==> src/rtl/blk_mover.sv <==
module blk_mover #(
  parameter int AW = 16,
  parameter int DW = 8,
  parameter int CW = 16
) (
  input  logic          clk,
  input  logic          rst_n,
  input  logic          ld,
  input  logic          ld_copy_en,
  input  logic [AW-1:0] ld_src,
  input  logic [AW-1:0] ld_dst,
  input  logic [CW-1:0] ld_cnt,
  input  logic          ld_src_down,
  input  logic          ld_dst_down,
  input  logic          ld_auto,
  input  logic          sw_req,
  input  logic          hw_req,
  output logic          hrq,
  input  logic          hlda,
  output logic [AW-1:0] mem_addr,
  output logic          mem_rd,
  output logic          mem_wr,
  input  logic [DW-1:0] data_in,
  output logic [DW-1:0] data_out,
  input  logic          eop_in,
  output logic          eop_out,
  output logic          tc_flag,
  output logic          mask1
);
  localparam logic [1:0] ST_IDLE = 2'd0, ST_REQ = 2'd1, ST_XFER = 2'd2;
  localparam logic [2:0] PH_LAST = 3'd7, PH_GRAB = 3'd2, PH_RDEND = 3'd3;

  logic [1:0]    st;
  logic [2:0]    ph;
  logic          copy_on, src_down, dst_down, auto_on, eop_pend;
  logic [AW-1:0] src_base, dst_base, src_cur, dst_cur;
  logic [CW-1:0] cnt_base, cnt_cur;
  logic [DW-1:0] hold;

  wire xfer   = (st == ST_XFER);
  wire in_wr  = ph[2];
  wire strobe = (ph[1:0] == 2'd1) || (ph[1:0] == 2'd2);
  wire tc_hit = (cnt_cur == '0);
  wire finish = xfer && (ph == PH_LAST) && (tc_hit || eop_pend || eop_in);

  assign hrq      = (st != ST_IDLE);
  assign mem_addr = !xfer ? '0 : (in_wr ? dst_cur : src_cur);
  assign mem_rd   = xfer && !in_wr && strobe;
  assign mem_wr   = xfer && in_wr && strobe;
  assign eop_out  = xfer && (ph == PH_LAST) && tc_hit;
  assign data_out = hold;

  always_ff @(posedge clk or negedge rst_n) begin
    if (!rst_n) begin
      st <= ST_IDLE;  ph <= '0;
      copy_on <= 1'b0; src_down <= 1'b0; dst_down <= 1'b0; auto_on <= 1'b0;
      eop_pend <= 1'b0; tc_flag <= 1'b0; mask1 <= 1'b1;
      src_base <= '0; dst_base <= '0; cnt_base <= '0;
      src_cur <= '0;  dst_cur <= '0;  cnt_cur <= '0;
      hold <= '0;
    end else begin
      case (st)
        ST_IDLE: begin
          if (ld) begin
            copy_on <= ld_copy_en; src_down <= ld_src_down;
            dst_down <= ld_dst_down; auto_on <= ld_auto;
            src_base <= ld_src; dst_base <= ld_dst; cnt_base <= ld_cnt;
            src_cur <= ld_src;  dst_cur <= ld_dst;  cnt_cur <= ld_cnt;
            tc_flag <= 1'b0; mask1 <= 1'b0;
          end else if (copy_on && !mask1 && (sw_req || hw_req)) begin
            st <= ST_REQ;
          end
        end
        ST_REQ: begin
          if (hlda) begin
            st <= ST_XFER;
            ph <= '0;
          end
        end
        ST_XFER: begin
          ph <= ph + 3'd1;
          if (eop_in) eop_pend <= 1'b1;
          if (ph == PH_GRAB) hold <= data_in;
          if (ph == PH_RDEND) src_cur <= src_down ? src_cur - 1'b1 : src_cur + 1'b1;
          if (ph == PH_LAST) begin
            dst_cur <= dst_down ? dst_cur - 1'b1 : dst_cur + 1'b1;
            cnt_cur <= cnt_cur - 1'b1;
          end
          if (finish) begin
            st <= ST_IDLE;
            eop_pend <= 1'b0;
            if (tc_hit) tc_flag <= 1'b1;
            if (auto_on) begin
              src_cur <= src_base; dst_cur <= dst_base; cnt_cur <= cnt_base;
            end else begin
              mask1 <= 1'b1;
            end
          end
        end
        default: st <= ST_IDLE;
      endcase
    end
  end
endmodule

==> config.mk <==
export PLATFORM = sky130hd
export DESIGN_NAME = blk_mover
export DESIGN_NICKNAME = d
export VERILOG_FILES = /design/src/rtl/blk_mover.sv
export SDC_FILE = /design/constraint.sdc
export NUM_CORES = 1
export LEC_CHECK = 0
export ABC_AREA = 1
export ABC_CLOCK_PERIOD_IN_PS = 2200
export BUFFER_PORTS_ARGS = -buffer_cell sky130_fd_sc_hd__buf_2
export CAP_MARGIN = 20
export CORE_MARGIN = 2
export CORE_UTILIZATION = 47
export CTS_CLUSTER_DIAMETER = 200
export DETAILED_ROUTE_END_ITERATION = 7
export GPL_ROUTABILITY_DRIVEN = 0
export PLACE_DENSITY = 0.67
export RECOVER_POWER = 100
export SLEW_MARGIN = 20
export SYNTH_ARGS = -nofsm -noshare
export SYNTH_HDL_FRONTEND = slang
export SYNTH_SLANG_ARGS = --single-unit
==> constraint.sdc <==
create_clock -name clk -period 2.2 [get_ports clk]
set_input_delay 0.33 -clock clk [delete_from_list [all_inputs] [get_ports clk]]
set_output_delay 0.33 -clock clk [all_outputs]
set_load 0.05 [all_outputs]
Yosys cells after proc, flatten, opt, wreduce, memory -nomap -nowiden
Cells that the tools add are included.
W data, S select, Z words.
{ "classes": {"reduce_logical": 29, "mux": 35, "eq_ne": 14, "n_addsub": 6} }
{ "op_table": {"columns": ["op", "count"], "rows": [
  ["$mux W16", 16],
  ["$pmux W16 S2", 3],
  ["$sub A16 B1 Y16 const B", 3],
  ["$add A16 B1 Y16 const B", 2],
  ["$logic_not A16 Y1", 1],
  ["$reduce_and A4 Y1", 3],
  ["$ne A2 B2 Y1 const B", 5],
  ["$reduce_and A2 Y1", 5],
  ["$logic_and A1 B1 Y1", 9],
  ["$mux W2", 4],
  ["$reduce_bool A2 Y1", 4],
  ["$mux W1", 7],
  ["$eq A3 B2 Y1 const B", 2],
  ["$pmux W2 S3", 1],
  ["$pmux W3 S2", 1],
  ["$eq A2 B1 Y1 const B", 2],
  ["$eq A2 B2 Y1 const B", 2],
  ["$logic_or A1 B1 Y1", 4],
  ["$ne A2 B1 Y1 const B", 2],
  ["$pmux W1 S2", 2],
  ["$add A3 B1 Y3 const B", 1],
  ["$eq A3 B3 Y1 const B", 1],
  ["$mux W3", 1],
  ["$logic_not A1 Y1", 2],
  ["$logic_not A2 Y1", 1]
]} }
{ "word_totals": {"output_inout_bits": 30, "register_bits": 116} }

Logic depth before layout (Yosys ltp)
Gate-level depths: netlist of the first run.
{ "depth": {"ltp_word": 6, "depth_mapped": 14, "ltp_nobuf": 14} }

Worst setup path after synthesis of the first run
OpenSTA, ideal clock, no wires.
{ "synth_path": {"kind": "register to output", "from": "reg ph[1]", "to": "out eop_out", "t_arrival_ps": 1919, "path_buffers": 1, "stages_incl_launch_ff": 8, "slack_ps": -49, "cell_sequence": "dfrtp_1 -> ha_1 -> ha_1 -> buf_4 -> inv_1 -> nor2_2 -> inv_1 -> nor2_1"} }
{ "synth_via": {"elab_chain_cells": 3} }
{ "synth_lines": {"columns": ["item", "line_no", "rtl"], "rows": [
  ["start: declaration", "34", "logic [2:0] ph;"],
  ["start signal: assignment", "81", "ph <= ph + 3'd1;"],
  ["$eq A3 B3 Y1", "50", "assign eop_out = xfer && (ph == PH_LAST) && tc_hit;"],
  ["$logic_and A1 B1 Y1 (2 in series)", "50", null],
  ["end: declaration", "26", "output logic eop_out,"]
]} }
Every way passes these cells.

Final worst setup path of the first run
{ "layout_path": {"from": "reg st[0]", "to": "out mem_addr[10]"} }
{ "layout_via": {"elab_chain_cells": 2} }
{ "layout_lines": {"columns": ["item", "line_no", "rtl"], "rows": [
  ["start: declaration", "33", "logic [1:0] st;"],
  ["start signal: assignment", "55", "st <= ST_IDLE; ph <= '0;"],
  ["start signal: assignment", "71", "st <= ST_REQ;"],
  ["start signal: assignment", "76", "st <= ST_XFER;"],
  ["$eq A2 B2 Y1", "40", "wire xfer = (st == ST_XFER);"],
  ["$mux W16", "47", "assign mem_addr = !xfer ? '0 : (in_wr ? dst_cur : src_cur);"],
  ["end: declaration", "20", "output logic [AW-1:0] mem_addr,"]
]} }
Every way passes these cells.

==> flow_summary.json, run 1 <==
{
  "timing.final.crit_share_pct": 97.4,
  "ys.warnings.count": 0,
  "grtUsageTotal_pct": 24.6,
  "postRouteAntennaNets": 0,
  "clk_pin_slew_worst_paths_ns": 0.06,
  "drtIter0Drc": 558,
  "startpoint_type": "flop",
  "maxSlewViolCount": 0,
  "grt_overflow_total": 0,
  "synth_common_cells": "nand2_1 (380), inv_1 (241), dfrtp_1 (115)",
  "via_count": 7863,
  "seqCellArea_sq_um": 2910,
  "p_leak_nw": 5.40,
  "totalWireLength_um": 21600,
  "rows": 48,
  "worstPathArrival_ns": 1.81,
  "syn_avg_cell_area_sq_um": 6.71,
  "core_area_sq_um": 17200,
  "synth.distinct_cells": 37,
  "dieArea_sq_um": 18500,
  "synth_most_common_cell": "nand2_1",
  "critPathCaptureType": "primary output",
  "rsz0062_at_grt": "true",
  "layout-area-overhead-vs-synth_pct": 18.6,
  "n_antenna_cell": 0,
  "vias_per_cell": 5.05,
  "synth_top_cell_by_area": "dfrtp_1",
  "cts_sinks": 116,
  "async_reset_ff_share_pct": 100,
  "criticalPathCategory": "reg -> out",
  "port_buffers": 96,
  "worstSkewPairLatency_ns": 0.42,
  "fillers": 1698,
  "grt_pass1_vias": 7532,
  "syn-cell-area_sq_um": 8190,
  "layout.nets": 1420,
  "finalHoldViolations": 0,
  "yosysSeqAreaShare_pct": 35.4,
  "crit_required_ns": 1.87,
  "pre_cts_slack_ns": 0.0557,
  "fin_ws_ns": 0.0570,
  "cp_max_fo": 17,
  "initial_core_util_pct": 47.7,
  "hp-class": "in -> reg",
  "min_period_ns": 2.14,
  "syn_nets": 1323,
  "drc": 0,
  "htree_levels": 4,
  "dieHeight_um": 136,
  "clockRootBuffer": "clkbuf_16",
  "clockBufferDepth": 2,
  "hold_depth": 3,
  "grt_pass1_wl_um": 36300,
  "hpwl_um": 14900,
  "slew_headroom_pct": 40.6,
  "status": "finished, final reports clean",
  "die_x_um": 136,
  "cts_buffers": 17,
  "syn-instance-count": 1221,
  "cts_tree": "done",
  "drive_gt1_share_pct": 13.9,
  "ff2ff_path_depth": 9,
  "fmaxAchievable_ghz": 0.467,
  "antenna_found_initial": 0,
  "finalClockSkew_ns": 0.00834,
  "final_area_sq_um": 9720,
  "wire_per_inst_um": 13.9,
  "synth-seq-cells": 116,
  "dpl-instance-area_sq_um": 8980,
  "synth_edf_count": 0,
  "drtPass1Iterations": 5,
  "yosysTopAreaCellShare_pct": 35.1,
  "io_pins": 97,
  "ys.flop_type": "dfrtp_1",
  "drv_cap": 0,
  "multi_input_area_sq_um": 4320,
  "synthTopCellsByArea": "dfrtp_1 (35%), nand2_1 (17%), inv_1 (11%)",
  "irDropWorstVdd_v": 0.000861,
  "tightest_slew_ns": 0.891,
  "grt_max_degree": 130,
  "setup_viol": 0,
  "power_density_nw_per_um2": 1600
}
-- layer usage --
layer | up-vias | part of all wire (%) | track usage, %
li1 | 4032 | - | -
met1 | 3622 | 47 | 33.0
met2 | 182 | 46 | 40.0
met3 | 27 | 4.5 | 4.36
met4 | 0 | 2.3 | 8.39
met5 | - | 0 | 0
-- flip-flops by register name (all words and copies together), names as in the netlist, 2 cells and up --
register / flops
dst_cur: 16
st: 2
cnt_base: 16
data_out: 8
cnt_cur: 16
dst_base: 16
src_cur: 16
src_base: 16
ph: 3
-- what timing repair did --
item | 4_1_cts | 5_1_grt
pin swaps | 1 | 1
hold buffers | 1 | 0
gates resized for setup | 32 | 23
buffers inserted | 1 | 2
setup endpoints to repair | 20 | 49
endpoints found under the hold margin | 26 | 0
-- cells by family (layout without fill, tap and decap cells) --
logic type,Yosys count,after routing,share of synthesized area (%)
simple gates,560,560,28.5
buf+inv,287,397,13.7
compound gates,199,199,14.1
flops,116,116,35.4
fa+ha+maj,35,35,5.53
xor+xnor,16,16,1.71
mux,8,8,1.10
-- power breakdown --
group	internal (W)	total (W)	switching, W
clock network	0.00156	0.00265	0.00109
logic	0.00315	0.00889	0.00575
registers	0.00318	0.00397	0.000790
-- worst paths after layout --
kind	startpoint	to	slack [ns]
min	ld_auto	auto_on	0.11
max reg2reg	st[0]	src_cur[0]	0.15
max in group asynchronous	rst_n	eop_pend	0.43
min reg2reg	cnt_base[4]	cnt_base[4]	0.48
max	st[0]	mem_addr[10]	0.06
min in group asynchronous	rst_n	src_base[9]	0.51
-- layout make-up --
type | count | area share (%)
clock buffers | 18 | 4.42
clock inverters | 14 | 1.31
inverters | 245 | 9.47
multi-input cells | 818 | 44.4
flip-flops and latches | 116 | 29.9
well taps | 225 | 2.90
repair buffers | 120 | 7.56
-- per-stage QoR --
| stage | hold WS [ns] | instances | utilization [%] | setup TNS (ns) | power (W) |
|---|---|---|---|---|---|
| 3_3_place_gp | 0.296 | 1520 | 52.3 | 0 | 0.0123 |
| 3_5_place_dp | 0.296 | 1520 | 52.3 | 0 | 0.0124 |
| 4_1_cts | 0.100 | 1554 | 56.3 | 0 | 0.0154 |
| 5_1_grt | 0.118 | 1556 | 56.6 | -0.0135 | 0.0171 |
| 2_1_floorplan | 0.0344 | 1221 | - | 0 | 0.0104 |
| 6_report | 0.114 | 1556 | 56.6 | 0 | 0.0155 |
-- critical path, cell delays in order, from the launching register on --
cell	delay, ns
dfrtp_1	0.38
inv_1	0.09
nand2_2	0.10
nor2_2	0.14
clkinv_1	0.09
buf_6	0.17
o22ai_1	0.18
buf_4	0.24
-- cells in the final DEF (no fill, tap or decap), types with 3 or more instances in the layout --
| master | netlist | final |
|---|---|---|
| clkbuf_2 | 0 | 4 |
| inv_6 | 0 | 4 |
| o211ai_2 | 7 | 5 |
| o21bai_1 | 7 | 7 |
| ha_4 | 0 | 7 |
| dfrtp_1 | 115 | 114 |
| inv_1 | 241 | 241 |
| xor2_1 | 10 | 10 |
| nand2_1 | 380 | 376 |
| clkbuf_16 | 0 | 17 |
| xnor2_1 | 6 | 6 |
| o21ai_0 | 105 | 105 |
| buf_4 | 1 | 23 |
| nand2_4 | 1 | 3 |
| nand4_1 | 9 | 9 |
| o22ai_2 | 0 | 3 |
| nor3_1 | 7 | 7 |
| clkbuf_4 | 0 | 5 |
| o22ai_1 | 51 | 47 |
| nand3b_1 | 9 | 9 |
| nor2_1 | 58 | 56 |
| buf_6 | 4 | 7 |
| or2_0 | 7 | 7 |
| o211ai_1 | 6 | 8 |
| a21oi_1 | 20 | 19 |
| mux2_2 | 8 | 8 |
| nand3_1 | 79 | 78 |
| clkinvlp_4 | 0 | 4 |
| clkinv_2 | 0 | 3 |
| clkbuf_1 | 24 | 13 |
| buf_2 | 9 | 66 |
| nand2_2 | 2 | 4 |
| or2_2 | 3 | 3 |
| ha_1 | 33 | 26 |
| nor2_2 | 3 | 4 |
Note: power is estimated with default switching activity, not from simulation.
==> inputs of run 2 (changes only) <==
--- a/config.mk
+++ b/config.mk
@@ -6,7 +6,7 @@
 export NUM_CORES = 1
 export LEC_CHECK = 0
 export ABC_AREA = 1
-export ABC_CLOCK_PERIOD_IN_PS = 2200
+export ABC_CLOCK_PERIOD_IN_PS = 1900
 export BUFFER_PORTS_ARGS = -buffer_cell sky130_fd_sc_hd__buf_2
 export CAP_MARGIN = 20
 export CORE_MARGIN = 2
@@ -14,7 +14,7 @@
 export CTS_CLUSTER_DIAMETER = 200
 export DETAILED_ROUTE_END_ITERATION = 7
 export GPL_ROUTABILITY_DRIVEN = 0
-export PLACE_DENSITY = 0.67
+export PLACE_DENSITY = 0.69
 export RECOVER_POWER = 100
 export SLEW_MARGIN = 20
 export SYNTH_ARGS = -nofsm -noshare
==> constraint.sdc (replaced) <==
create_clock -name clk -period 1.9 [get_ports clk]
set_input_delay 0.285 -clock clk [delete_from_list [all_inputs] [get_ports clk]]
set_output_delay 0.285 -clock clk [all_outputs]
set_load 0.05 [all_outputs]
==> flow_summary.json, run 2 (same netlist as run 1, synthesis figures left out) <==
{
  "fmaxAchievable_ghz": 0.494,
  "wire_per_inst_um": 16.0,
  "slowest_stage": "dfrtp_4",
  "power_density_nw_per_um2": 1900,
  "criticalPathCategory": "reg -> reg",
  "path_common_cell": "nand2_1",
  "grt_max_degree": 130,
  "worstSkewPairLatency_ns": 0.44,
  "antenna_found_initial": 0,
  "dieArea_sq_um": 18500,
  "hp-class": "in -> reg",
  "vias_per_cell": 5.26,
  "rsz0062_at_grt": "true",
  "min_period_ns": 2.03,
  "setup_viol": 46,
  "tightest_slew_ns": 0.876,
  "failed_checks": "negative setup slack",
  "crit_required_ns": 2.28,
  "grt_overflow_total": 0,
  "fin_ws_ns": -0.126,
  "fin_cells": 1632,
  "postRouteAntennaNets": 0,
  "irDropWorstVdd_v": 0.00134,
  "drive_gt1_share_pct": 29.6,
  "rows": 48,
  "n_antenna_cell": 0,
  "final_common_cell": "nand2_1",
  "grtUsageTotal_pct": 26.7,
  "cts_sinks": 116,
  "cp_max_fo": 5,
  "hpwl_um": 15700,
  "final_cell_mix": "nand2_1 (334), inv_1 (233), dfrtp_1 (111), o21ai_0 (82), buf_2 (66)",
  "slew_headroom_pct": 41.6,
  "die_x_um": 136,
  "cts_tree": "done",
  "grt_pass1_wl_um": 39100,
  "finalHoldViolations": 0,
  "totalWireLength_um": 26200,
  "final_area_sq_um": 11600,
  "io_pins": 97,
  "critPathCaptureType": "flop",
  "drtPass1Iterations": 5,
  "dieHeight_um": 136,
  "core_area_sq_um": 17200,
  "rrSetupSlack_ns": -0.13,
  "clk_pin_slew_worst_paths_ns": 0.06,
  "numPlacedInstances": 1562,
  "timing.final.crit_share_pct": 107,
  "layout-area-overhead-vs-synth_pct": 41.8,
  "layout.nets": 1496,
  "dpl-instance-area_sq_um": 9310,
  "status": "finished, violations left",
  "drv_cap": 0,
  "hold_slack_ns": 0.0428,
  "crit_family": "simple AND/OR/NAND/NOR gates",
  "p_leak_nw": 6.02,
  "clockBufferDepth": 2,
  "grt_pass1_vias": 8148,
  "via_count": 8581,
  "crit_path_cell_trace": "ha_1, or2_2, nand3b_1, nand2_2, nand2_2, nand2_1, nand2_1, nand3_1, nand2_1, nand2_1, nand2_1",
  "critPathBufInv": 0,
  "fillers": 1396,
  "finalClockSkew_ns": 0.00880,
  "fin_setup_tns_ns": -1.60,
  "htree_levels": 4,
  "worstPathArrival_ns": 2.40,
  "port_buffers": 96,
  "drc": 0,
  "critPathMaxStageDelay_ns": 0.53,
  "initial_core_util_pct": 47.7,
  "clockRootBuffer": "clkbuf_16",
  "drtIter0Drc": 580,
  "startpoint_type": "flop",
  "cts_buffers": 17,
  "maxSlewViolCount": 0
}
[run 2: what timing repair did]
action | 4_1_cts | 5_1_grt
endpoints found under the setup margin | 58 | 62
hold buffers | 1 | 0
setup buffers | 19 | 8
pin swaps | 19 | 40
endpoints found under the hold margin | 13 | 0
gates cloned | 1 | 9
gates resized for setup | 152 | 164
[run 2: stage by stage]
step / utilization, % / power (W) / worst slack, ns
global placement: 54.2 / 0.0149 / -0.0727
finish: 67.7 / 0.0221 / -0.126
global route: 67.7 / 0.0238 / -0.207
detailed placement: 54.2 / 0.0151 / -0.0922
floorplan: - / 0.0121 / -0.226
CTS: 63.0 / 0.0204 / -0.0740
[run 2: final cells by class]
| type | instances | area, sq um | area share [%] |
|---|---|---|---|
| clock buffers | 17 | 425 | 3.66 |
| inverters | 245 | 927 | 7.98 |
| clock inverters | 15 | 166 | 1.43 |
| multi-input cells | 818 | 5230 | 45.0 |
| flip-flops and latches | 116 | 2910 | 25.1 |
| well taps | 225 | 282 | 2.42 |
| repair buffers | 196 | 1670 | 14.4 |
[run 2: where the power goes]
part / leakage [nW] / internal, W / switching [W]
logic: 4.33 / 0.00570 / 0.00832
clock network: 0.282 / 0.00196 / 0.00137
registers: 1.41 / 0.00368 / 0.00106
[run 2: worst paths after layout]
kind / startpoint / end / depth (start not counted)
hold reg to reg: dst_base[5] / dst_base[5] / 2
setup / recovery: src_down / src_cur[10] / 11
hold / removal: ld_auto / auto_on / 3
min in group asynchronous: rst_n / cnt_base[7] / 2
setup reg to reg: src_down / src_cur[10] / 11
max in group asynchronous: rst_n / ph[2] / 3
[run 2: worst register-to-register path, cell delays in order, from the launching register on]
cell      delay [ns]
dfrtp_4         0.53
ha_1            0.37
or2_2           0.35
nand3b_1        0.12
nand2_2         0.10
nand2_2         0.10
nand2_1         0.06
nand2_1         0.07
nand3_1         0.10
nand2_1         0.08
nand2_1         0.04
nand2_1         0.04
[run 2: routing by layer]
metal	wire [um]	vias to the layer above	global-route usage (%)	share of wire (%)
met3	1570	82	5.07	6.0
met5	0	-	0	0
li1	-	4188	-	-
met4	1070	0	11.3	4.1
met2	12600	316	44.2	48
met1	10900	3995	34.3	42
==> inputs of run 3 (changes only) <==
--- a/config.mk
+++ b/config.mk
@@ -14,7 +14,7 @@
 export CTS_CLUSTER_DIAMETER = 200
 export DETAILED_ROUTE_END_ITERATION = 7
 export GPL_ROUTABILITY_DRIVEN = 0
-export PLACE_DENSITY = 0.69
+export PLACE_DENSITY = 0.66
 export RECOVER_POWER = 100
 export SLEW_MARGIN = 20
 export SYNTH_ARGS = -nofsm -noshare
==> flow_summary.json, run 3 (same netlist as run 1, synthesis figures left out) <==
{
  "dpl-instance-area_sq_um": 9330,
  "postRouteAntennaNets": 0,
  "slowest_stage": "dfrtp_1",
  "slew_headroom_pct": 0.279,
  "rows": 48,
  "final_cell_mix": "nand2_1 (322), inv_1 (229), dfrtp_1 (112), o21ai_0 (84), buf_2 (66)",
  "antenna_found_initial": 0,
  "fin_setup_tns_ns": -0.672,
  "grt_max_degree": 130,
  "vias_per_cell": 5.19,
  "port_buffers": 96,
  "dieArea_sq_um": 18500,
  "drtPass1Iterations": 5,
  "cts_buffers": 17,
  "clk_pin_slew_worst_paths_ns": 0.05,
  "critPathMaxStageDelay_ns": 0.43,
  "power_density_nw_per_um2": 1940,
  "startpoint_type": "flop",
  "layout.nets": 1488,
  "crit_path_cell_trace": "nor2_2, nand2_1, nor2_4, nand2_2, buf_6, nor2_4, buf_8",
  "drv_cap": 0,
  "seqCellArea_sq_um": 2910,
  "n_antenna_cell": 0,
  "fin_ws_ns": -0.0910,
  "p_leak_nw": 5.93,
  "fmaxAchievable_ghz": 0.502,
  "hp-class": "in -> reg",
  "tightest_slew_ns": 1.50,
  "totalWireLength_um": 25400,
  "die_x_um": 136,
  "cts_tree": "done",
  "layout-area-overhead-vs-synth_pct": 40.7,
  "p_clk_share_pct": 15.0,
  "p_sw_share_pct": 47.8,
  "io_pins": 97,
  "setup_viol": 27,
  "core_area_sq_um": 17200,
  "failed_checks": "negative setup slack",
  "grtUsageTotal_pct": 26.4,
  "criticalPathCategory": "reg -> out",
  "final_area_sq_um": 11500,
  "grt_pass1_wl_um": 38400,
  "hpwl_um": 15500,
  "dieHeight_um": 136,
  "wire_per_inst_um": 15.6,
  "power_frac_comb_pct": 64.0,
  "final_common_cell": "nand2_1",
  "worstSkewPairLatency_ns": 0.42,
  "status": "finished, violations left",
  "rsz0062_at_grt": "true",
  "timing.final.crit_share_pct": 105,
  "finalHoldViolations": 0,
  "power_frac_seq_pct": 21.1,
  "via_count": 8428,
  "crit_required_ns": 1.62,
  "multi_input_area_sq_um": 5230,
  "switching_power_w": 0.0107,
  "htree_levels": 4,
  "fillers": 1443,
  "cp_max_fo": 3,
  "path_common_cell": "nor2_4",
  "clockRootBuffer": "clkbuf_16",
  "irDropWorstVdd_v": 0.00119,
  "clockBufferDepth": 2,
  "drive_gt1_share_pct": 29.5,
  "min_period_ns": 1.99,
  "drc": 0,
  "cts_sinks": 116,
  "maxSlewViolCount": 0,
  "grt_overflow_total": 0,
  "critPathCaptureType": "primary output",
  "drtIter0Drc": 465,
  "grt_pass1_vias": 7968,
  "worstPathArrival_ns": 1.71,
  "finalClockSkew_ns": 0.0126,
  "p_int_w": 0.0117,
  "initial_core_util_pct": 47.7
}
## run 3: path summary, 6_finish.rpt
check / start / to / slack, ns / depth (start not counted)
max: cnt_cur[2] / eop_out / -0.09 / 7
min: ld_auto / auto_on / 0.07 / 3
max reg2reg: cnt_cur[2] / dst_cur[4] / -0.02 / 11
min reg2reg: dst_base[3] / dst_base[3] / 0.48 / 2
max in group asynchronous: rst_n / dst_down / 0.11 / 3
min in group asynchronous: rst_n / src_base[13] / 0.76 / 2
## run 3: final cells by class
cell class                      instances  share of cell area (%)
Inverter                              245                    8.13
Sequential cell                       116                    25.2
Clock inverter                         12                    1.33
Multi-Input combinational cell        818                    45.3
Tap cell                              225                    2.44
Timing Repair Buffer                  188                    13.7
Clock buffer                           20                    3.87
## run 3: power by group through the flow
stage | Combinational (W) | Clock [W] | Sequential (W)
after floorplan | 0.00736 | 0 | 0.00471
after global routing | 0.0157 | 0.00349 | 0.00485
after global placement | 0.0104 | 0 | 0.00454
after CTS | 0.0121 | 0.00337 | 0.00459
final | 0.0143 | 0.00334 | 0.00472
after detailed placement | 0.0106 | 0 | 0.00456
## run 3: critical path, delay by kind of cell (launching register included)
family / cells / cell delay (ns)
buffers and inverters: 2 / 0.27
DFF: 1 / 0.43
and+or+nand+nor: 5 / 0.58
## run 3: per-layer routing
metal  up-vias  track usage (%)  routed length [um]
met5         -                0                   0
met4         0             9.43                 739
met3        46             5.07                1370
met2       253             45.0               12700
met1      3951             33.2               10600
li1       4178                -                   -
## run 3: repair_timing
item,in CTS,in global routing
endpoints found under the hold margin,20,0
hold buffers,1,0
buffers inserted,14,16
gates cloned,1,3
pin swaps,9,55
resized for setup,129,181
setup endpoints to repair,36,59
## run 3: per-stage QoR
step / hold WS (ns) / cells / utilization [%] / total power [W] / worst slack, ns
floorplan: -0.0106 / 1221 / - / 0.0121 / -0.226
global placement: 0.214 / 1558 / 54.3 / 0.0150 / -0.0299
detailed placement: 0.213 / 1558 / 54.3 / 0.0152 / -0.0543
CTS: 0.0589 / 1606 / 62.4 / 0.0201 / -0.0673
global route: 0.0730 / 1624 / 67.1 / 0.0241 / -0.157
finish: 0.0668 / 1624 / 67.1 / 0.0224 / -0.0910
